$ cat src/rtl/pwm_chan_pkg.sv
package pwm_chan_pkg;

  typedef enum logic [1:0] {
    SEL_MODE   = 2'd0,
    SEL_DUTY   = 2'd1,
    SEL_PERIOD = 2'd2,
    SEL_UPDATE = 2'd3
  } wrSel_e;

  // mode word layout
  localparam int MODE_ALIGN_BIT = 8;
  localparam int MODE_POL_BIT   = 9;
  localparam int MODE_TGT_BIT   = 10;

  // prescaler codes
  localparam int MAX_DIV_CODE = 10;
  localparam int CLK_A_CODE   = 11;
  localparam int CLK_B_CODE   = 12;

  // strobes from control to datapath
  typedef struct packed {
    logic step;   // advance the counter this cycle
    logic clear;  // hold counter at zero, direction up
  } strobe_t;

endpackage

$ cat src/rtl/pwm_chan_ctrl.sv
module pwm_chan_ctrl
  import pwm_chan_pkg::*;
#(
  parameter int CNT_W = 16
) (
  input  logic             clk,
  input  logic             rstN,
  input  logic             chanEn,
  input  logic             wrEn,
  input  logic [1:0]       wrSel,
  input  logic [CNT_W-1:0] wrData,
  input  logic             auxClkA,
  input  logic             auxClkB,
  input  logic             wrapEvt,
  output strobe_t          strb,
  output logic             align,
  output logic             pol,
  output logic [CNT_W-1:0] dty,
  output logic [CNT_W-1:0] prd
);

  localparam int DIV_W = MAX_DIV_CODE;

  logic [3:0]       preSel;
  logic             tgtPrd;
  logic [CNT_W-1:0] updBuf;
  logic             updPend;
  logic [DIV_W-1:0] divCnt;
  logic             auxASync, auxAPrev, auxBSync, auxBPrev;
  logic [MAX_DIV_CODE:0] divTick;
  logic             tick;

  // divider chain taps: tap k fires once every 2^k cycles
  assign divTick[0] = 1'b1;
  for (genvar k = 1; k <= MAX_DIV_CODE; k++) begin : g_tap
    assign divTick[k] = &divCnt[k-1:0];
  end

  always_comb begin
    tick = 1'b0;
    for (int k = 0; k <= MAX_DIV_CODE; k++) begin
      if (preSel == 4'(k)) tick = divTick[k];
    end
    if (preSel == 4'(CLK_A_CODE)) tick = auxASync & ~auxAPrev;
    if (preSel == 4'(CLK_B_CODE)) tick = auxBSync & ~auxBPrev;
  end

  assign strb.step  = chanEn & tick;
  assign strb.clear = ~chanEn;

  always_ff @(posedge clk) begin
    if (!rstN) begin
      divCnt   <= '0;
      auxASync <= 1'b0;
      auxAPrev <= 1'b0;
      auxBSync <= 1'b0;
      auxBPrev <= 1'b0;
    end else begin
      divCnt   <= divCnt + 1'b1;
      auxASync <= auxClkA;
      auxAPrev <= auxASync;
      auxBSync <= auxClkB;
      auxBPrev <= auxBSync;
    end
  end

  always_ff @(posedge clk) begin
    if (!rstN) begin
      preSel  <= '0;
      align   <= 1'b0;
      pol     <= 1'b0;
      tgtPrd  <= 1'b0;
      dty     <= '0;
      prd     <= '0;
      updBuf  <= '0;
      updPend <= 1'b0;
    end else begin
      if (wrEn && !chanEn) begin
        case (wrSel)
          SEL_MODE: begin
            preSel <= wrData[3:0];
            align  <= wrData[MODE_ALIGN_BIT];
            pol    <= wrData[MODE_POL_BIT];
            tgtPrd <= wrData[MODE_TGT_BIT];
          end
          SEL_DUTY:   dty <= wrData;
          SEL_PERIOD: prd <= wrData;
          default: ;
        endcase
      end
      if (wrapEvt && updPend) begin
        if (tgtPrd) prd <= updBuf;
        else        dty <= updBuf;
        updPend <= 1'b0;
      end
      if (wrEn && wrSel == SEL_UPDATE) begin
        updBuf  <= wrData;
        updPend <= 1'b1;
      end
    end
  end

endmodule

$ cat src/rtl/pwm_chan_dp.sv
module pwm_chan_dp
  import pwm_chan_pkg::*;
#(
  parameter int CNT_W = 16
) (
  input  logic             clk,
  input  logic             rstN,
  input  strobe_t          strb,
  input  logic             align,
  input  logic             pol,
  input  logic [CNT_W-1:0] dty,
  input  logic [CNT_W-1:0] prd,
  output logic [CNT_W-1:0] cnt,
  output logic             wrapEvt,
  output logic             pwmOut
);

  localparam logic [CNT_W-1:0] ONE = CNT_W'(1);

  logic             countDown;
  logic [CNT_W:0]   nxtUp;
  logic             upHit;
  logic             lastDown;
  logic             startPhase;

  assign nxtUp    = {1'b0, cnt} + {{CNT_W{1'b0}}, 1'b1};
  assign upHit    = nxtUp >= {1'b0, prd};
  assign lastDown = countDown && (cnt <= ONE);

  assign wrapEvt = strb.step && (align ? lastDown : upHit);

  always_ff @(posedge clk) begin
    if (!rstN || strb.clear) begin
      cnt       <= '0;
      countDown <= 1'b0;
    end else if (strb.step) begin
      if (align) begin
        if (!countDown) begin
          cnt <= nxtUp[CNT_W-1:0];
          if (upHit) countDown <= 1'b1;
        end else if (lastDown) begin
          cnt       <= '0;
          countDown <= 1'b0;
        end else begin
          cnt <= cnt - ONE;
        end
      end else begin
        cnt <= upHit ? '0 : nxtUp[CNT_W-1:0];
      end
    end
  end

  // start level below the duty, or for the whole period at full duty
  assign startPhase = (dty != '0) && ((dty >= prd) || (cnt < dty));
  assign pwmOut     = startPhase ? pol : ~pol;

endmodule

$ cat src/rtl/pwm_channel.sv
module pwm_channel
  import pwm_chan_pkg::*;
#(
  parameter int CNT_W = 16
) (
  input  logic             clk,
  input  logic             rstN,
  input  logic             chanEn,
  input  logic             wrEn,
  input  logic [1:0]       wrSel,
  input  logic [CNT_W-1:0] wrData,
  input  logic             auxClkA,
  input  logic             auxClkB,
  output logic [CNT_W-1:0] cntOut,
  output logic             pwmOut
);

  strobe_t          strbW;
  logic             alignW, polW, wrapW;
  logic [CNT_W-1:0] dtyW, prdW;

  pwm_chan_ctrl #(.CNT_W(CNT_W)) uCtrl (
    .clk     (clk),
    .rstN    (rstN),
    .chanEn  (chanEn),
    .wrEn    (wrEn),
    .wrSel   (wrSel),
    .wrData  (wrData),
    .auxClkA (auxClkA),
    .auxClkB (auxClkB),
    .wrapEvt (wrapW),
    .strb    (strbW),
    .align   (alignW),
    .pol     (polW),
    .dty     (dtyW),
    .prd     (prdW)
  );

  pwm_chan_dp #(.CNT_W(CNT_W)) uDp (
    .clk     (clk),
    .rstN    (rstN),
    .strb    (strbW),
    .align   (alignW),
    .pol     (polW),
    .dty     (dtyW),
    .prd     (prdW),
    .cnt     (cntOut),
    .wrapEvt (wrapW),
    .pwmOut  (pwmOut)
  );

endmodule

$ cat config.mk
export PLATFORM = sky130hd
export DESIGN_NAME = pwm_channel
export DESIGN_NICKNAME = d
export VERILOG_FILES = /design/src/rtl/pwm_chan_pkg.sv /design/src/rtl/pwm_chan_ctrl.sv /design/src/rtl/pwm_chan_dp.sv /design/src/rtl/pwm_channel.sv
export SDC_FILE = /design/constraint.sdc
export NUM_CORES = 1
export LEC_CHECK = 0
export BUFFER_PORTS_ARGS = -buffer_cell sky130_fd_sc_hd__buf_2
export CELL_PAD_IN_SITES_DETAIL_PLACEMENT = 0
export CELL_PAD_IN_SITES_GLOBAL_PLACEMENT = 2
export CORE_MARGIN = 2
export CORE_UTILIZATION = 40
export CTS_BUF_LIST = sky130_fd_sc_hd__clkbuf_8
export DETAILED_ROUTE_END_ITERATION = 10
export GPL_TIMING_DRIVEN = 0
export PLACE_DENSITY = 0.84
export SYNTH_ARGS = -nofsm -noshare
export SYNTH_HDL_FRONTEND = slang
export SYNTH_SLANG_ARGS = --single-unit
$ cat constraint.sdc
create_clock -name clk -period 10.8 [get_ports clk]
set_clock_uncertainty 0.05 [all_clocks]
set_input_delay 0 -clock clk [delete_from_list [all_inputs] [get_ports clk]]
set_output_delay 0 -clock clk [all_outputs]
set_load 0.01 [all_outputs]
== Yosys cells after proc, flatten, opt, wreduce, memory -nomap -nowiden ==
Cells that the tools add are included.

* $add $sub $neg: 3
* Order comparisons: 4
* Equal/unequal tests: 15
* Muxes and demuxes: 32
* Bitwise operators: 7
* Reductions and logical operators: 25

{| class="wikitable"
|+ Operators with widths
! cell !! number
|-
| 2-to-1 mux 16 bit || 12
|-
| equality test 4 bit, second input constant || 5
|-
| 2-to-1 mux 1 bit || 20
|-
| adder 16 x 1 -> 17 bit, second input constant || 1
|-
| >= comparator 17 x 16 -> 1 bit || 1
|-
| equality test 4 x 3 -> 1 bit, second input constant || 4
|-
| >= comparator 16 bit || 1
|-
| <= comparator 16 x 1 -> 1 bit, second input constant || 1
|-
| less-than comparator 16 bit || 1
|-
| nonzero test 16 bit || 1
|-
| subtractor 16 x 1 -> 16 bit, second input constant || 1
|-
| adder 10 x 1 -> 10 bit, second input constant || 1
|-
| AND reduction 10 bit || 1
|-
| AND reduction 9 bit || 1
|-
| equality test 4 x 2 -> 1 bit, second input constant || 2
|-
| AND reduction 8 bit || 1
|-
| AND reduction 7 bit || 1
|-
| logical AND 1 bit || 6
|-
| AND reduction 2 bit || 3
|-
| AND reduction 6 bit || 1
|-
| AND reduction 5 bit || 1
|-
| equality test 2 bit, second input constant || 2
|-
| equality test 4 x 1 -> 1 bit, second input constant || 1
|-
| zero test 4 bit || 1
|-
| other kinds (9) || 16
|}

* Flip-flop bits (word level): 87
* Input port bits: 24
* Output and inout port bits: 17
* Word-level logic and storage cells: 101

== Logic depth before layout (Yosys ltp) ==
Gate-level depths: netlist of run 1.

* Word-level depth: 19
* Depth in mapped cells: 15
* Mapped depth without buffers: 13

== Hierarchy ==
A second synthesis of run 1 with hierarchy kept.

* Cell total of the unflattened synthesis: 710
* Area total of the unflattened synthesis: 5914.4 um2

{| class="wikitable"
|+ Modules (own cells, without submodules)
! module !! times used !! cells each !! area each (um2) !! sequential area each (um2)
|-
| pwm_chan_ctrl || 1 || 334 || 3159.3 || 1401.3
|-
| pwm_chan_dp || 1 || 376 || 2755.1 || 340.3
|}

== Worst setup path after synthesis of run 1 ==
Ideal clock, no wire load.

* Kind: register to register
* Start point: reg uDp.cnt[2]
* End point: reg uDp.cnt[5]
* Library setup time: 79 ps
* Data arrival time: 3595 ps
* Data required time: 10671 ps
* Slack: 7076 ps
* Cell stages (with the launch flop): 16
* Buffers on the path: 2
* Period minus slack after synthesis: 3724 ps
* Path through: dfxtp_1 -> buf_1 -> nand3_1 -> or3_1 -> nor2_1 -> nand3_1 -> xnor2_1 -> ha_1 -> o21a_1 -> o21a_1 -> o311ai_1 -> o211ai_2 -> mux2i_1 -> clkbuf_1 -> nand3_1 -> a22oi_1

* Longest elaborated chain between the ends: 5
* Elaborated cells between the ends (all ways): 9
* Classes of those cells: add/sub: 2; order compare: 2; mux: 4; reduce/logical: 1

{| class="wikitable"
|+ Ends and longest elaborated chain
! item !! RTL line !! RTL
|-
| start, declared || pwm_chan_dp.sv:13 || <nowiki>output logic [CNT_W-1:0] cnt,</nowiki>
|-
| start signal, assigned || pwm_chan_dp.sv:39 || <nowiki>cnt <= nxtUp[CNT_W-1:0];</nowiki>
|-
| start signal, assigned || pwm_chan_dp.sv:45 || <nowiki>cnt <= cnt - ONE;</nowiki>
|-
| start signal, assigned || pwm_chan_dp.sv:48 || <nowiki>cnt <= upHit ? '0 : nxtUp[CNT_W-1:0];</nowiki>
|-
| branches (longest 4 deep; another with adder 16 x 1 -> 17 bit) || n/a ||
|-
| 2-to-1 mux 16 bit * || pwm_chan_dp.sv:37 || <nowiki>if (align) begin</nowiki>
|}

Mark *: on every way between the ends.
A chain may end at the register's enable or synchronous reset.

== Worst setup path in the final report of run 1 ==
* Start point: reg uDp.cnt[1]
* End point: reg uDp.cnt[13]

The elaborated chain is that of the path after synthesis.

==> qor.csv, run 1 <==
stage;metric;value;unit
clock_tree;CTS tree;built;
sta;Hold WS;136;ps
route;via/cell ratio;5.48;
worst_setup_path;Worst setup EP type;flip-flop;
placement;PortBufs;39;
sta;Sum Neg Setup Slack;0;ps
global_routing;number of global-route vias before repair;5350;
worst_hold_path;Hold WC Path Type;in -> reg;
run;number of max-cap violations;0;
sta;crit share post-route;46.8;%
synth;post-synth cell types;58;
cells_and_area;Area growth syn-to-layout;13.7;%
route;Starting DRT DRC Count;467;
worst_setup_path;critical path fanouts, max;10;
floorplanning;row count;44;
power;Pleak;2.55;nW
sta;RSZ-0062 raised after global routing;false;
clock_tree;H-tree depth;3;
synth;Syn Nets;813;
synth;FFs w/ async S/R, synth;0;%
cells_and_area;Core Util, Final;46.1;%
placement;Post-Place Cells;958;
worst_setup_path;Worst Setup SP;uDp.cnt[1];
outcome;status;finished, final reports clean;
worst_setup_path;critical path launch point type;flip-flop;
sta;count of pins over their slew limit;0;
worst_setup_path;r2r startpoint;uDp.cnt[1];
floorplanning;io pins;41;
global_routing;Congestion Overflow GR;0;
route;DRT Pass-1 Iters;5;
route;final WL;18300;um
worst_setup_path;Crit Path Class;reg -> reg;
global_routing;largest net degree at the start of global routing;14;
placement;gpl congestion;0.857;
global_routing;initial antenna violation count;0;
cells_and_area;sequential cell area;1740;um^2
worst_hold_path;Hold Startpoint;wrSel[1];
sta;final hold vios;0;
cells_and_area;NumNets Final;881;
synth;EDFF count, synth;0;
cells_and_area;multi-input combinational cell area;3730;um^2
synth;sequential fraction of the synthesis area;29.9;%
power;VDD IR max;0.0608;mV
synth;yosys synthesis warning count;0;
global_routing;first-pass GRT wire length;29300;um
clock_tree;CTS clk-pin slew, worst paths;90;ps
power;Power Density;107;nW/um^2
sta;Fmax;198;MHz
clock_tree;Clock Path Buffers;2;
global_routing;All-Layer GR Usage;23.9;%
synth;cell area after technology mapping;5830;um^2
synth;Mean Syn Cell Area;7.93;um^2
cells_and_area;fill count;1445;
floorplanning;die width;125;um
floorplanning;Starting Density;40.5;%
floorplanning;Core Region;14400;um^2
worst_setup_path;Worst EP required;11050;ps
synth;dominant synthesized flop cell;dfxtp_1;
synth;Post-Synthesis Cells;735;
clock_tree;Clock Latency Late Sink;370;ps
cells_and_area;ANT cells;0;
sta;final worst slack;5750;ps
sta;Tmin final;5050;ps
floorplanning;Die ar.;15500;um^2
cells_and_area;Layout Cells excl Fill;992;
clock_tree;Root Buffer;clkbuf_8;
route;# DRC;0;
floorplanning;die height;125;um
synth;post-synthesis register bit count;87;
sta;slew margin rel.;37.0;%
worst_setup_path;slowest cell delay on critical path;640;ps
route;Via Count;5437;
sta;endpoints failing setup;0;
route;mean routed wirelength per cell;18.4;um
worst_setup_path;WP data arrival;5310;ps
clock_tree;CTS sink cnt;87;
worst_setup_path;crit-path leading delay family;compound AO/OA/AOI/OAI gates;
route;remaining antenna violation count;0;
worst_setup_path;CP cell instances;ha_1 -> nand4_1 -> nor3_1 -> and4_1 -> xor2_1 -> ha_1 -> a211oi_1 -> o21ai_0 -> a211oi_1 -> o211ai_2 -> mux2i_1 -> clkbuf_1 -> a22oi_1 -> a21oi_1;
worst_setup_path;Buf/Inv on CP;1;
clock_tree;CTS buffer count;9;
placement;Place WS;5810;ps
sta;actual slew at the worst max-slew pin;932;ps
worst_setup_path;CP max stage cell;mux2i_1;
cells_and_area;fraction of layout cells with a size suffix above 1;8.29;%
placement;estimated wirelength of the detail-placed design;14500;um
state kept, by name, indices dropped and copies added (netlist names), 4 cells and up:
name          cells
uCtrl.prd        16
uDp.cnt          16
uCtrl.dty        16
uCtrl.divCnt     10
uCtrl.preSel      4
uCtrl.updBuf     16
layout make-up:
cell class                 count  area share (%)
multi-input combinational    562            56.3
sequential                    87            26.3
timing repair buffer          57            5.67
tap                          184            3.48
buffer                        43            2.93
inverter                      43            2.44
clock buffer                  10            2.08
clock inverter                 6           0.812
cells in the mapped netlist (3+ instances only):
master / count / area [um^2]
a21oi_1: 29 / 145
and3_1: 6 / 37.5
inv_1: 43 / 161
and4_1: 3 / 26.3
nand4_1: 14 / 87.6
a31oi_1: 4 / 25.0
a21o_1: 10 / 75.1
a21boi_0: 17 / 128
nand2_1: 132 / 495
xor2_1: 10 / 87.6
clkbuf_1: 35 / 131
a22oi_1: 3 / 22.5
xnor2_1: 17 / 149
o311a_1: 3 / 30.0
o21ai_1: 5 / 25.0
ha_1: 54 / 676
a2111oi_0: 3 / 26.3
nor3_4: 3 / 48.8
o21ai_0: 50 / 250
nor3_1: 12 / 60.1
dfxtp_1: 87 / 1740
and2_1: 15 / 93.8
nor4b_1: 3 / 26.3
nor2b_1: 10 / 62.6
a221oi_1: 5 / 43.8
mux2i_1: 39 / 390
or3_1: 3 / 18.8
nand2b_1: 5 / 31.3
buf_1: 3 / 11.3
a211oi_1: 7 / 52.6
nor4_1: 11 / 68.8
o21a_1: 4 / 30.0
nor2_1: 30 / 113
nand3_1: 26 / 130
worst reg2reg max path: stages (launching register included):
cell	delay, ps
dfxtp_1	610
ha_1	360
nand4_1	230
nor3_1	420
and4_1	260
xor2_1	280
ha_1	330
a211oi_1	260
o21ai_0	120
a211oi_1	290
o211ai_2	300
mux2i_1	640
clkbuf_1	480
a22oi_1	180
a21oi_1	180
cell usage in the layout, fill, tap and decap left out, types with 11 or more instances in the layout:
cell type,count
nor3_1,12
buf_2,41
nand4_1,14
dfxtp_1,87
and2_1,15
clkbuf_1,35
nand3_1,26
ha_1,54
nand2_1,132
a21oi_1,29
dlygate4sd3_1,18
o21ai_0,50
nor2_1,30
nor4_1,11
mux2i_1,39
xnor2_1,17
a21boi_0,17
inv_1,46
through the flow:
stage	power, mW	area (um^2)
after floorplan	0.432	5830
after global placement	0.478	6250
after detailed placement	0.480	6250
after CTS	0.718	6620
after global routing	0.746	6620
final	0.711	6620
timing repair:
item                                   in CTS  in global routing
buffers inserted                            0                  0
gates resized for setup                     0                  0
endpoints found under the hold margin      49                  0
hold buffers                               18                  0
cells by family after synthesis:
family | count (synthesis) | share of synthesized area, %
multiplexers | 41 | 7.09
AND/OR/NAND/NOR | 285 | 24.2
XOR/XNOR | 27 | 4.06
adder cells (fa/ha/maj) | 54 | 11.6
AO/OA/AOI/OAI | 155 | 17.0
flip-flops | 87 | 29.9
buffers and inverters | 86 | 6.10
where the power goes:
part	leakage [nW]	total [mW]	switching, mW	internal, mW
Sequential	0.706	0.337	0.00769	0.329
Combinational	1.74	0.141	0.0896	0.0516
Clock	0.106	0.233	0.123	0.111
Total	2.55	0.711	0.220	0.491
final timing paths:
path / to / slack (ps) / cells past startpoint
max: uDp.cnt[13] / 5750 / 14
min: uCtrl.dty[0] / 140 / 6
min reg2reg: uCtrl.auxBPrev / 420 / 1
max reg2reg: uDp.cnt[13] / 5750 / 14
per-layer routing:
layer | part of all wire (%) | track usage, % | wire, um | vias up
met5 | 0 | 0 | 0 | -
met4 | 3.5 | 10.8 | 647 | 0
met3 | 2.5 | 2.62 | 455 | 36
met2 | 46 | 38.1 | 8330 | 118
met1 | 48 | 32.4 | 8830 | 2569
li1 | - | - | - | 2714
Power figures use the tool's default switching activity.
==> run 2, diff against run 1 <==
--- a/config.mk
+++ b/config.mk
@@ -9,11 +9,11 @@
 export CELL_PAD_IN_SITES_DETAIL_PLACEMENT = 0
 export CELL_PAD_IN_SITES_GLOBAL_PLACEMENT = 2
 export CORE_MARGIN = 2
-export CORE_UTILIZATION = 40
+export CORE_UTILIZATION = 34
 export CTS_BUF_LIST = sky130_fd_sc_hd__clkbuf_8
 export DETAILED_ROUTE_END_ITERATION = 10
 export GPL_TIMING_DRIVEN = 0
-export PLACE_DENSITY = 0.84
+export PLACE_DENSITY = 0.76
 export SYNTH_ARGS = -nofsm -noshare
 export SYNTH_HDL_FRONTEND = slang
 export SYNTH_SLANG_ARGS = --single-unit
==> constraint.sdc (replaced) <==
create_clock -name clk -period 4.5 [get_ports clk]
set_clock_uncertainty 0.05 [all_clocks]
set_input_delay 0 -clock clk [delete_from_list [all_inputs] [get_ports clk]]
set_output_delay 0 -clock clk [all_outputs]
set_load 0.01 [all_outputs]
==> run 2 against run 1 <==
Compared with the run above:
- non-clock buffer count rose by 4
- cell count up 3.9%
- die area up 17%
- core utilization decreased by 5.6 points
- critical path depth unchanged
- total power is 150% higher
- clock power increased to 2.5 times the previous value
- maximum frequency grew 19%
- via count rose by 0.83%
- combinational power grew 150%
- largest cell class unchanged
==> qor.csv, run 2 (same netlist as run 1, synthesis figures left out) <==
stage;metric;value;unit;change
worst_setup_path;WP data arrival;4510;ps;-800 ps
cells_and_area;NumNets Final;885;;+0.45%
clock_tree;Clock Latency Late Sink;380;ps;about the same
sta;RSZ-0062 raised after global routing;false;;
floorplanning;die height;135;um;+8.2%
placement;gpl congestion;0.843;;-1.6%
route;Via Count;5482;;+0.83%
power;Pleak;2.58;nW;+1.1%
cells_and_area;most common cell after layout, fill and taps aside;nand2_1;;
global_routing;first-pass GRT wire length;28500;um;-2.7%
worst_setup_path;CP max stage cell;dfxtp_2;;
cells_and_area;fraction of layout cells with a size suffix above 1;9.74;%;+1.4 points
floorplanning;Starting Density;35.0;%;-5.5 points
worst_setup_path;critical path fanouts, max;10;;unchanged
worst_setup_path;Reg2Reg Depth;14;;unchanged
floorplanning;Core Region;16600;um^2;+16%
worst_setup_path;worst reg-to-reg setup slack;250;ps;-5500 ps
route;# DRC;0;;unchanged
worst_setup_path;r2r startpoint;uDp.cnt[1];;
sta;Tmin final;4250;ps;-799 ps
clock_tree;CTS sink cnt;87;;unchanged
sta;crit share post-route;94.6;%;+48 points
sta;slew margin rel.;36.2;%;-0.82 points
worst_setup_path;Crit Path Class;reg -> reg;;
worst_setup_path;Crit Reg-Reg Endpoint;uDp.cnt[5];;
sta;final worst slack;245;ps;-5500 ps
power;Sw Share;31.8;%;+0.88 points
power;Power Density;260;nW/um^2;+140%
sta;Fmax;235;MHz;+19%
power;VDD IR max;0.118;mV;+94%
outcome;status;finished, final reports clean;;
power;design internal power;1.19;mW;+140%
worst_setup_path;crit-path leading delay family;compound AO/OA/AOI/OAI gates;;
global_routing;All-Layer GR Usage;20.5;%;-3.3 points
sta;actual slew at the worst max-slew pin;945;ps;+12.2 ps
worst_setup_path;critical path depth;14;;unchanged
worst_setup_path;critical path launch point type;flip-flop;;
route;remaining antenna violation count;0;;unchanged
clock_tree;CTS clk-pin slew, worst paths;100;ps;about the same
sta;Hold WS;136;ps;+0.587 ps
power;sequential power share;46.2;%;-1.2 points
clock_tree;CTS buffer count;9;;unchanged
global_routing;largest net degree at the start of global routing;15;;+1
global_routing;number of global-route vias before repair;5098;;-4.7%
worst_setup_path;slowest cell delay on critical path;490;ps;-150 ps
route;via/cell ratio;5.32;;-3.0%
sta;final hold vios;0;;unchanged
sta;endpoints failing setup;0;;unchanged
floorplanning;die width;135;um;+8.2%
run;number of max-cap violations;0;;unchanged
power;combinational share of power;19.9;%;about the same
clock_tree;Clock Path Buffers;2;;unchanged
cells_and_area;ANT cells;0;;unchanged
worst_setup_path;CP cell instances;ha_1 -> nand4_1 -> nor3_2 -> and4_1 -> xor2_1 -> ha_1 -> a211oi_1 -> o21ai_0 -> a211oi_1 -> o211ai_2 -> mux2i_4 -> clkbuf_2 -> nand3_1 -> a22oi_1;;
placement;estimated wirelength of the detail-placed design;14500;um;-0.19%
power;clock share of power;33.9;%;+1.1 points
global_routing;initial antenna violation count;0;;unchanged
route;final WL;18400;um;+0.64%
clock_tree;H-tree depth;3;;unchanged
global_routing;Congestion Overflow GR;0;;unchanged
placement;Place WS;-556;ps;-6370 ps
worst_setup_path;Buf/Inv on CP;1;;unchanged
route;Starting DRT DRC Count;383;;-18%
worst_setup_path;Worst Setup SP;uDp.cnt[1];;
route;DRT Pass-1 Iters;5;;unchanged
floorplanning;row count;47;;+6.8%
worst_setup_path;Worst EP required;4750;ps;-6300 ps
floorplanning;io pins;41;;unchanged
worst_setup_path;critical path capture point;uDp.cnt[5];;
worst_hold_path;Hold WC Path Type;in -> reg;;
route;mean routed wirelength per cell;17.8;um;-3.2%
floorplanning;Die ar.;18200;um^2;+17%
power;NetSw;0.556;mW;+150%
placement;PortBufs;39;;unchanged
worst_setup_path;Worst setup EP type;flip-flop;;
sta;count of pins over their slew limit;0;;unchanged
cells_and_area;Area growth syn-to-layout;15.5;%;
cells_and_area;commonest non-fill, non-tap cells in the layout;nand2_1 (132), dfxtp_1 (86), ha_1 (54);;
clock_tree;CTS tree;built;;
clock_tree;Root Buffer;clkbuf_8;;
## run 2: worst min-delay path by stage
stage	from	to	cells past startpoint
final	wrSel[1]	uCtrl.dty[1]	6
after global routing	chanEn	uDp.cnt[2]	3
after detailed placement	auxClkA	uCtrl.auxASync	2
after CTS	wrSel[1]	uCtrl.dty[0]	6
after global placement	auxClkB	uCtrl.auxBSync	2
after floorplan	auxClkA	uCtrl.auxASync	1
## run 2: power groups by stage
stage	registers (mW)	clock network, mW	logic (mW)
3_5_place_dp	0.826	0	0.325
3_3_place_gp	0.825	0	0.320
5_1_grt	0.812	0.641	0.384
6_report	0.808	0.593	0.349
4_1_cts	0.808	0.607	0.349
2_1_floorplan	0.821	0	0.216
## run 2: worst min-delay path, cell delays in order
cell and delay (ps):
buf_2 120, nor4bb_1 120, nand2_1 80, o21ai_0 60, nand2_1 70, mux2i_1 60
## run 2: timing repair
action / CTS / global route
gates cloned: 0 / 0
pin swaps: 1 / 1
setup buffers: 1 / 3
hold buffers: 18 / 0
setup endpoints to repair: 38 / 43
gates resized for setup: 5 / 4
hold endpoints to repair: 53 / 0
## run 2: layout make-up
| type | instances | area, um^2 |
|---|---|---|
| Buffer | 43 | 198 |
| Clock buffer | 10 | 138 |
| Clock inverter | 5 | 58.8 |
| Fill cell | 1723 | 9910 |
| Inverter | 43 | 161 |
| Multi-Input combinational cell | 562 | 3750 |
| Sequential cell | 87 | 1740 |
| Tap cell | 220 | 275 |
| Timing Repair Buffer | 61 | 405 |
## run 2: metrics by stage
stage / area (um^2) / util, % / cells / setup TNS (ps) / power, mW
after detailed placement: 6300 / 37.8 / 994 / -6910 / 1.15
after CTS: 6700 / 40.3 / 1028 / 0 / 1.76
final: 6730 / 40.4 / 1031 / 0 / 1.75
after global placement: 6300 / 37.8 / 994 / -7360 / 1.15
after floorplan: 5830 / - / 735 / 0 / 1.04
after global routing: 6730 / 40.4 / 1031 / 0 / 1.84
## run 2: metal layers
metal,routed length (um),share of wire [%],global-route usage (%)
met1,8900,48,28.9
met2,8130,44,32.0
met3,839,4.6,2.44
met4,502,2.7,7.95
met5,0,0,0
==> run 3, diff against run 2 <==
--- a/config.mk
+++ b/config.mk
@@ -5,15 +5,16 @@
 export SDC_FILE = /design/constraint.sdc
 export NUM_CORES = 1
 export LEC_CHECK = 0
-export BUFFER_PORTS_ARGS = -buffer_cell sky130_fd_sc_hd__buf_2
-export CELL_PAD_IN_SITES_DETAIL_PLACEMENT = 0
+export BUFFER_PORTS_ARGS = -buffer_cell sky130_fd_sc_hd__clkbuf_2
+export CELL_PAD_IN_SITES_DETAIL_PLACEMENT = 1
 export CELL_PAD_IN_SITES_GLOBAL_PLACEMENT = 2
 export CORE_MARGIN = 2
-export CORE_UTILIZATION = 34
+export CORE_UTILIZATION = 35
 export CTS_BUF_LIST = sky130_fd_sc_hd__clkbuf_8
 export DETAILED_ROUTE_END_ITERATION = 10
 export GPL_TIMING_DRIVEN = 0
 export PLACE_DENSITY = 0.76
 export SYNTH_ARGS = -nofsm -noshare
 export SYNTH_HDL_FRONTEND = slang
+export SYNTH_HIERARCHICAL = 1
 export SYNTH_SLANG_ARGS = --single-unit
==> run 3 against run 2 <==
Compared with the run above:
- clock power down 2%
- sequential power up 1%
- synthesized cell count fell by 3.4%
- register-to-register slack worse by 80 ps
- critical path type unchanged
- largest power group unchanged
==> qor.csv, run 3 <==
stage;metric;value;unit;change
clock_tree;H-tree depth;3;;unchanged
outcome;status;finished, final reports clean;;
synth;Mean Syn Cell Area;8.33;um^2;+5.1%
run;number of max-cap violations;0;;unchanged
power;Pleak;2.99;nW;+16%
sta;RSZ-0062 raised after global routing;false;;
synth;Synth area leader;dfxtp_1;;
synth;post-synth cell types;69;;+19%
global_routing;All-Layer GR Usage;22.8;%;+2.2 points
cells_and_area;most common cell after layout, fill and taps aside;nand2_1;;
cells_and_area;fraction of layout cells with a size suffix above 1;13.1;%;+3.4 points
sta;Tmin final;4340;ps;+84.6 ps
clock_tree;CTS tree;built;;
cells_and_area;commonest non-fill, non-tap cells in the layout;nand2_1 (97), dfxtp_1 (85), ha_1 (53);;
cells_and_area;NumNets Final;859;;-2.9%
synth;cell area after technology mapping;5910;um^2;+1.5%
global_routing;initial antenna violation count;0;;unchanged
worst_setup_path;critical path launch point type;flip-flop;;
floorplanning;Core Region;16500;um^2;-0.71%
route;DRT Pass-1 Iters;4;;-1
sta;crit share post-route;96.4;%;+1.9 points
cells_and_area;fin area;6830;um^2;+1.4%
placement;PortBufs;40;;+2.6%
placement;placed cell areas;6390;um^2;+1.5%
sta;Hold WS;24.7;ps;-112 ps
worst_hold_path;Hold Startpoint;rstN;;
route;final WL;19700;um;+7.3%
route;via/cell ratio;5.57;;+4.7%
global_routing;met2 GRT Util;38.0;%;+6.0 points
cells_and_area;Area growth syn-to-layout;15.4;%;about the same
cells_and_area;ANT cells;0;;unchanged
power;Power Density;254;nW/um^2;-2.4%
clock_tree;Clock Latency Late Sink;380;ps;about the same
synth;Yosys top cell area share;29.4;%;-0.45 points
global_routing;met1 usage;30.1;%;+1.3 points
worst_setup_path;WP data arrival;4560;ps;+50 ps
sta;endpoints failing setup;0;;unchanged
sta;actual slew at the worst max-slew pin;712;ps;-233 ps
synth;largest cells by area after synthesis;dfxtp_1 (29%), ha_1 (11%), mux2i_1 (6.6%);;
clock_tree;Root Buffer;clkbuf_8;;
synth;sequential fraction of the synthesis area;29.4;%;-0.45 points
sta;count of pins over their slew limit;0;;unchanged
floorplanning;io pins;41;;unchanged
route;Via Count;5600;;+2.2%
synth;FFs w/ async S/R, synth;0;%;unchanged
route;remaining antenna violation count;0;;unchanged
worst_setup_path;Crit Path Class;reg -> reg;;
clock_tree;CTS clk-pin slew, worst paths;100;ps;about the same
worst_setup_path;Crit Reg-Reg Endpoint;uCtrl/prd[2];;
global_routing;number of global-route vias before repair;5747;;+13%
global_routing;largest net degree at the start of global routing;16;;+1
synth;Post-Synthesis Cells;710;;-3.4%
worst_setup_path;critical path fanouts, max;10;;unchanged
route;# DRC;0;;unchanged
synth;Syn Nets;788;;-3.1%
floorplanning;die width;134;um;-0.67%
worst_hold_path;hold-critical path depth;3;;-3
clock_tree;CTS buffer count;9;;unchanged
floorplanning;Starting Density;35.8;%;+0.79 points
clock_tree;CTS sink cnt;87;;unchanged
floorplanning;Die ar.;18000;um^2;-1.3%
route;mean routed wirelength per cell;19.6;um;+9.9%
worst_setup_path;worst reg-to-reg setup slack;160;ps;-80 ps
sta;final hold vios;0;;unchanged
placement;gpl congestion;0.832;;-1.2%
sta;slew margin rel.;52.5;%;+16 points
synth;post-synthesis register bit count;87;;unchanged
worst_setup_path;Reg2Reg Depth;15;;+1
global_routing;first-pass GRT wire length;31500;um;+11%
floorplanning;die height;134;um;-0.67%
global_routing;GRT Max-Usage Layer;met2;;
synth;EDFF count, synth;0;;unchanged
floorplanning;row count;47;;unchanged
power;VDD IR max;0.141;mV;+19%
synth;yosys synthesis warning count;6;;+6
cells_and_area;fill count;2021;;+17%
synth;synth cell count leaders;nand2_1 (97), dfxtp_1 (87), ha_1 (54);;
global_routing;GR Util met3;3.40;%;+0.96 points
route;Starting DRT DRC Count;258;;-33%
worst_setup_path;r2r startpoint;uDp/cnt[6];;
worst_hold_path;hold path endpoint;uDp/cnt[15];;
worst_setup_path;Worst setup EP type;flip-flop;;
sta;Fmax;230;MHz;-1.9%
synth;count leader, synth;nand2_1;;
clock_tree;Clock Path Buffers;2;;unchanged
synth;dominant synthesized flop cell;dfxtp_1;;
placement;estimated wirelength of the detail-placed design;15200;um;+5.3%
worst_hold_path;Hold WC Path Type;in -> reg;;
worst_setup_path;Worst EP required;4720;ps;-30 ps
global_routing;Congestion Overflow GR;0;;unchanged
run 3: repair_timing:
item	in CTS	in global routing
endpoints found under the hold margin	47	0
pin swaps	1	0
hold buffers	18	0
resized for setup	9	13
setup buffers	2	0
setup endpoints to repair	42	32
run 3: area by class of cell:
class                      count  area (um^2)  area share, %
tap                          220          275           4.03
sequential                    87         1750           25.6
inverter                      42          158           2.31
clock buffer                   9          124           1.81
clock inverter                 7         71.3           1.04
multi-input combinational    534         3810           55.8
buffer                        47          244           3.57
timing repair buffer          60          395           5.79
run 3: kinds of logic (layout without fill, tap and decap cells):
group / Yosys count / count (layout) / share of synthesized area, %
AO/OA/AOI/OAI: 169 / 169 / 20.7
XOR/XNOR: 21 / 21 / 3.11
adder cells (fa/ha/maj): 54 / 54 / 11.4
buffers and inverters: 89 / 165 / 6.62
flip-flops: 87 / 87 / 29.4
multiplexers: 40 / 40 / 6.79
AND/OR/NAND/NOR: 250 / 250 / 21.9
run 3: metal layers:
layer	routed length (um)	vias to the layer above	share of wire [%]
li1	-	2692	-
met1	9250	2754	47
met2	9310	127	47
met3	791	27	4.0
met4	357	0	1.8
met5	0	-	0
run 3: through the flow:
| stage | power [mW] | TNS (ps) | instances | setup slack, ps | utilization (%) |
|---|---|---|---|---|---|
| after floorplan | 1.02 | 0 | 710 | 724 | - |
| after global placement | 1.12 | -22470 | 970 | -725 | 38.7 |
| after detailed placement | 1.14 | -26260 | 970 | -835 | 38.7 |
| after CTS | 1.75 | 0 | 1006 | 49.3 | 41.2 |
| after global routing | 1.82 | 0 | 1006 | 4.29 | 41.3 |
| final | 1.73 | 0 | 1006 | 161 | 41.3 |
run 3: power breakdown:
part	switching, mW	total (mW)	internal, mW
clock	0.325	0.583	0.258
sequential	0.0268	0.819	0.792
combinational	0.196	0.331	0.135
run 3: worst max path at each step:
stage                from            end  slack (ps)
2_1_floorplan  uDp/cnt[0]   uCtrl/dty[0]         720
3_3_place_gp   uDp/cnt[0]  uCtrl/dty[15]        -720
3_5_place_dp   uDp/cnt[0]  uCtrl/dty[15]        -840
4_1_cts        uDp/cnt[6]   uCtrl/dty[5]          50
5_1_grt        uDp/cnt[6]   uCtrl/dty[8]           4
6_report       uDp/cnt[6]   uCtrl/prd[2]         160
run 3: worst max-delay path: stages (launching register included):
cell and delay, ps:
dfxtp_1 440, clkbuf_4 270, nand4_1 210, or3_1 500
nor2_1 190, xor2_1 280, ha_1 190, nand4_1 120
or4_1 480, o211ai_1 180, buf_4 160, nor2_4 90
nor3_4 270, nand3_1 240, clkbuf_2 290, o211a_1 250
